==> config.mk <==
export PLATFORM = sky130hd
export DESIGN_NAME = doorbell_regs
export DESIGN_NICKNAME = d
export VERILOG_FILES = /design/src/rtl/doorbell_pkg.sv /design/src/rtl/doorbell_ctrl.sv /design/src/rtl/doorbell_dp.sv /design/src/rtl/doorbell_regs.sv
export SDC_FILE = /design/constraint.sdc
export NUM_CORES = 1
export LEC_CHECK = 0
export BUFFER_PORTS_ARGS = -buffer_cell sky130_fd_sc_hd__buf_2
export CELL_PAD_IN_SITES_DETAIL_PLACEMENT = 1
export CELL_PAD_IN_SITES_GLOBAL_PLACEMENT = 2
export CORE_MARGIN = 1
export CORE_UTILIZATION = 40
export DETAILED_ROUTE_END_ITERATION = 7
export PLACE_DENSITY = 0.87
export SYNTH_ARGS = -nofsm -noshare
export SYNTH_HDL_FRONTEND = slang
export SYNTH_HIERARCHICAL = 1
export SYNTH_SLANG_ARGS = --single-unit
==> constraint.sdc <==
create_clock -name clk -period 3.87 [get_ports clk]
set_input_delay 1.161 -clock clk [delete_from_list [all_inputs] [get_ports clk]]
set_output_delay 1.161 -clock clk [all_outputs]
set_load 0.05 [all_outputs]
==> src/rtl/doorbell_pkg.sv <==
package doorbell_pkg;

  // Word offsets inside the window
  localparam int unsigned OFF_DESC_A = 'h028;
  localparam int unsigned OFF_DESC_B = 'h02C;
  localparam int unsigned OFF_CTRL   = 'h04C;
  localparam int unsigned OFF_STAT   = 'h050;
  localparam int unsigned OFF_SW_SET = 'h1F0;
  localparam int unsigned OFF_SW_CLR = 'h1F4;

  // Data bits that steer the interrupt flag
  localparam int unsigned BIT_DESC_RAISE = 29;
  localparam int unsigned BIT_CTRL_LOWER = 16;
  localparam int unsigned BIT_STAT_LOW_A = 16;
  localparam int unsigned BIT_STAT_LOW_B = 29;
  localparam int unsigned BIT_CTRL_FORCE = 17;

  // Indices of the plain store-and-read words
  localparam int unsigned NUM_PLAIN = 4;
  localparam int unsigned IDX_DESC_A = 0;
  localparam int unsigned IDX_DESC_B = 1;
  localparam int unsigned IDX_CTRL   = 2;
  localparam int unsigned IDX_STAT   = 3;

  typedef enum logic [2:0] {
    RD_NONE,
    RD_DESC_A,
    RD_DESC_B,
    RD_CTRL,
    RD_STAT,
    RD_SWI
  } rdSel_e;

  typedef struct packed {
    logic [NUM_PLAIN-1:0] plainWr;
    logic                 swSet;
    logic                 swClr;
    logic                 irqRaise;
    logic                 irqLower;
    logic                 rdEn;
    rdSel_e               rdSel;
  } regStrobe_t;

endpackage

==> src/rtl/doorbell_ctrl.sv <==
module doorbell_ctrl
  import doorbell_pkg::*;
#(
  parameter int unsigned ADDR_W = 12,
  parameter int unsigned DATA_W = 32
) (
  input  logic              busValid,
  input  logic              busWrite,
  input  logic [ADDR_W-1:0] busAddr,
  input  logic [DATA_W-1:0] busWdata,
  output regStrobe_t        strobe
);

  localparam logic [ADDR_W-1:0] A_DESC_A = ADDR_W'(OFF_DESC_A);
  localparam logic [ADDR_W-1:0] A_DESC_B = ADDR_W'(OFF_DESC_B);
  localparam logic [ADDR_W-1:0] A_CTRL   = ADDR_W'(OFF_CTRL);
  localparam logic [ADDR_W-1:0] A_STAT   = ADDR_W'(OFF_STAT);
  localparam logic [ADDR_W-1:0] A_SW_SET = ADDR_W'(OFF_SW_SET);
  localparam logic [ADDR_W-1:0] A_SW_CLR = ADDR_W'(OFF_SW_CLR);

  logic wrReq;
  logic rdReq;

  assign wrReq = busValid && busWrite;
  assign rdReq = busValid && !busWrite;

  // Write decode: which word to load and which way the flag moves
  always_comb begin
    strobe.plainWr  = '0;
    strobe.swSet    = 1'b0;
    strobe.swClr    = 1'b0;
    strobe.irqRaise = 1'b0;
    strobe.irqLower = 1'b0;
    if (wrReq) begin
      unique case (busAddr)
        A_DESC_A: strobe.plainWr[IDX_DESC_A] = 1'b1;
        A_DESC_B: begin
          strobe.plainWr[IDX_DESC_B] = 1'b1;
          strobe.irqRaise = busWdata[BIT_DESC_RAISE];
        end
        A_CTRL: begin
          strobe.plainWr[IDX_CTRL] = 1'b1;
          strobe.irqLower = busWdata[BIT_CTRL_LOWER];
        end
        A_STAT: begin
          strobe.plainWr[IDX_STAT] = 1'b1;
          strobe.irqLower = busWdata[BIT_STAT_LOW_A] | busWdata[BIT_STAT_LOW_B];
        end
        A_SW_SET: begin
          strobe.swSet    = 1'b1;
          strobe.irqRaise = 1'b1;
        end
        A_SW_CLR: begin
          strobe.swClr    = 1'b1;
          strobe.irqLower = 1'b1;
        end
        default: ;
      endcase
    end
  end

  // Read decode: select source, unmapped selects zero
  always_comb begin
    strobe.rdEn  = rdReq;
    strobe.rdSel = RD_NONE;
    if (rdReq) begin
      unique case (busAddr)
        A_DESC_A: strobe.rdSel = RD_DESC_A;
        A_DESC_B: strobe.rdSel = RD_DESC_B;
        A_CTRL:   strobe.rdSel = RD_CTRL;
        A_STAT:   strobe.rdSel = RD_STAT;
        A_SW_SET,
        A_SW_CLR: strobe.rdSel = RD_SWI;
        default:  strobe.rdSel = RD_NONE;
      endcase
    end
  end

endmodule

==> src/rtl/doorbell_dp.sv <==
module doorbell_dp
  import doorbell_pkg::*;
#(
  parameter int unsigned DATA_W = 32
) (
  input  logic              clk,
  input  logic              rst,
  input  regStrobe_t        strobe,
  input  logic [DATA_W-1:0] busWdata,
  output logic [DATA_W-1:0] busRdata,
  output logic              irqOut
);

  localparam logic [DATA_W-1:0] CTRL_FORCE_MASK = DATA_W'(1) << BIT_CTRL_FORCE;

  logic [DATA_W-1:0] plainWord [NUM_PLAIN];
  logic [DATA_W-1:0] swWord;
  logic [DATA_W-1:0] rdMux;
  logic              irqFlag;

  // Plain words: load on their strobe, clear on reset
  for (genvar gi = 0; gi < NUM_PLAIN; gi++) begin : g_plain
    always_ff @(posedge clk) begin
      if (rst) begin
        plainWord[gi] <= '0;
      end else if (strobe.plainWr[gi]) begin
        plainWord[gi] <= busWdata;
      end
    end
  end

  // Software-interrupt word: bitwise set and clear
  always_ff @(posedge clk) begin
    if (rst) begin
      swWord <= '0;
    end else if (strobe.swSet) begin
      swWord <= swWord | busWdata;
    end else if (strobe.swClr) begin
      swWord <= swWord & ~busWdata;
    end
  end

  // Sticky interrupt flag, moved only by strobes
  always_ff @(posedge clk) begin
    if (rst) begin
      irqFlag <= 1'b0;
    end else if (strobe.irqRaise) begin
      irqFlag <= 1'b1;
    end else if (strobe.irqLower) begin
      irqFlag <= 1'b0;
    end
  end

  always_comb begin
    unique case (strobe.rdSel)
      RD_DESC_A: rdMux = plainWord[IDX_DESC_A];
      RD_DESC_B: rdMux = plainWord[IDX_DESC_B];
      RD_CTRL:   rdMux = plainWord[IDX_CTRL] | CTRL_FORCE_MASK;
      RD_STAT:   rdMux = plainWord[IDX_STAT];
      RD_SWI:    rdMux = swWord;
      default:   rdMux = '0;
    endcase
  end

  // Registered read data, held between reads
  always_ff @(posedge clk) begin
    if (rst) begin
      busRdata <= '0;
    end else if (strobe.rdEn) begin
      busRdata <= rdMux;
    end
  end

  assign irqOut = irqFlag;

endmodule

==> src/rtl/doorbell_regs.sv <==
module doorbell_regs
  import doorbell_pkg::*;
#(
  parameter int unsigned ADDR_W = 12,
  parameter int unsigned DATA_W = 32
) (
  input  logic              clk,
  input  logic              rst,
  input  logic              busValid,
  input  logic              busWrite,
  input  logic [ADDR_W-1:0] busAddr,
  input  logic [DATA_W-1:0] busWdata,
  output logic [DATA_W-1:0] busRdata,
  output logic              irqOut
);

  regStrobe_t strobe;

  doorbell_ctrl #(
    .ADDR_W(ADDR_W),
    .DATA_W(DATA_W)
  ) u_ctrl (
    .busValid(busValid),
    .busWrite(busWrite),
    .busAddr (busAddr),
    .busWdata(busWdata),
    .strobe  (strobe)
  );

  doorbell_dp #(
    .DATA_W(DATA_W)
  ) u_dp (
    .clk     (clk),
    .rst     (rst),
    .strobe  (strobe),
    .busWdata(busWdata),
    .busRdata(busRdata),
    .irqOut  (irqOut)
  );

endmodule

==> flow_metrics.tcl <==
set metrics [dict create \
    clk_latency_ns 0.44 \
    drtIter0Drc 403 \
    ys_top_cells_by_count "and2_1 (127), edfxtp_1 (127), a21oi_1 (88)" \
    cts_max_level 4 \
    via_per_inst 5.61 \
    synth_xor_area_frac 0 \
    pwr-share-comb 0.041 \
    p_sw_frac 0.221 \
    grt_pass1_wl_mm 38.1 \
    crit_type "in2reg" \
    numCtsBuffers 17 \
    end_kind "register" \
    period_minus_slack_ns 3.28 \
    grt.total_usage 0.215 \
    synth_area_leader_cell "edfxtp_1" \
    violations "DRC" \
    crit_required_ns 4.22 \
    drc 8 \
    clkTransAtPathRegs_ns 0.07 \
    finClkSkew_ns 0.00982 \
    clock-root-buffer "clkbuf_16" \
    netlist_area_sq_um 9010 \
    clk_path_buf_depth 2 \
    rsz0062_at_grt "false" \
    synth.distinct_cells 42 \
    layout-drive-gt1-share 0.239 \
    worst_pin_slew_ns 0.559 \
    die_h_microns 152 \
    hold_buffers 0 \
    synth_mux_area_frac 0.0756 \
    synth_top_area_frac 0.423 \
    power_frac_clock 0.429 \
    tns_ns 0 \
    synth.avg_cell_area_sq_um 11.4 \
    ys.flop_type "edfxtp_1" \
    setup_viol 0 \
    synth_fa_ha_area_frac 0 \
    grt_antenna_before_repair 0 \
    crit_arrival_ns 3.62 \
    routedWlPerCell_microns 20.8 \
    synth_seq_cells 192 \
    fp.dieW_microns 152 \
    initial_core_util 0.410 \
    ir_drop_uv 312 \
    vias 6429 \
    p_leak_nw 3.54 \
    grt_overflow 0 \
    synth-simple-area-share 0.168 \
    drv_slew 0 \
    core_sq_um 22000 \
    grt_max_degree 36 \
    final_area_sq_um 10500 \
    fmax_mhz 305 \
    ys_warn_count 6 \
    areaGrowthSynthToFinish_pct 16.6 \
    num_rows 54 \
    cts_resized 0 \
    min_path_type "reg2reg" \
    synthArstFlopShare 0 \
    final_nets 901 \
    dpl.hpwl_mm 14.8 \
    p_sw_uw 943 \
    routed_wl_mm 23.9 \
    port_buffers 80 \
    ant_nets 0 \
    antenna_cells 0 \
    seqPwrFrac 0.530 \
    grt_pass1_vias 6786 \
    die_area_sq_um 23100 \
    power_mw 4.27 \
    cts_tree "yes" \
    power_density_nw_per_um2 406 \
    place_congestion 0.769 \
    hold_viol_final 0 \
    synthTopCellsByArea "edfxtp_1 (42%), dfxtp_1 (14%), and2_1 (8.8%)" \
    cp_max_fo 15 \
    placed_cell_area_sq_um 9900 \
    synth_cells 787 \
    slew_headroom 0.627 \
    ys_seq_area_frac 0.568 \
    drtPass1Iterations 6 \
    status "finished, violations left" \
    synth_top_family_by_area "simple AND/OR/NAND/NOR gates" \
    postCtsSetupRepairBufs 0 \
    synth-edff-count 127 \
    cts.sinks 192 \
    maxCapViolCount 0 \
    synth_compound_area_frac 0.151 \
    finalCritPeriodShare 0.847 \
    ioPinCount 81 \
    cp-start-kind "primary input" \
    internal-power_mw 3.33 \
    syn_nets 835 \
]
## logic make-up after synthesis
group	after synthesis
AOI/OAI and AO/OA	197
buffers and inverters	66
DFF	192
muxes	64
and+or+nand+nor	268
## per-stage QoR
step	std cells	setup slack, ns	hold slack (ns)	utilization
CTS	1146	0.622	0.502	0.478
global placement	1114	0.244	0.471	0.451
floorplan	787	0.585	0.460	-
finish	1146	0.592	0.500	0.478
global route	1146	0.493	0.532	0.478
detailed placement	1114	0.160	0.483	0.451
## power groups by stage
stage	Combinational, mW	Clock (mW)	Sequential [mW]
3_3_place_gp	0.174	0	2.30
5_1_grt	0.190	1.95	2.27
3_5_place_dp	0.177	0	2.31
4_1_cts	0.179	1.86	2.26
2_1_floorplan	0.0777	0	2.30
6_report	0.176	1.83	2.26
## routing by layer
| metal | global-route usage | wire length, microns |
|---|---|---|
| met1 | 0.268 | 10600 |
| met5 | 0 | 0 |
| met2 | 0.379 | 12100 |
| met3 | 0.0376 | 855 |
| met4 | 0.0705 | 363 |
## cell type report
| type | count | area [sq um] |
|---|---|---|
| fillers | 2342 | 11500 |
| flip-flops and latches | 192 | 5110 |
| multi-input cells | 529 | 3600 |
| repair buffers | 111 | 821 |
| clock buffers | 17 | 425 |
| well taps | 280 | 350 |
| clock inverters | 15 | 179 |
| inverters | 2 | 7.51 |
## worst max-delay path, cell delays in order
cell,delay (ns)
buf_2,0.10
or4_4,0.54
or3b_1,0.45
a211oi_4,0.26
nor2b_2,0.39
buf_4,0.34
a21oi_1,0.11
a211oi_1,0.27
## worst paths after layout
kind | start | to | slack (ns) | depth (start not counted)
min | register | register | 0.50 | 2
min reg2reg | register | register | 0.50 | 2
max | busAddr[1] | u_dp/busRdata[20] | 0.59 | 8
max reg2reg | u_dp/plainWord[3][17] | u_dp/busRdata[17] | 2.67 | 3
## cell usage in the layout (no fill, tap or decap), drive strengths merged, types with 6 or more instances in the layout
cell	count
and2	127
nor2b	40
mux2	32
a211oi	33
edfxtp	127
a21oi	96
nand2	37
clkbuf	17
inv	8
mux2i	32
buf	111
a22oi	32
a211o	31
dfxtp	65
or2	6
nor2	35
(Power assumes the default switching activity.)
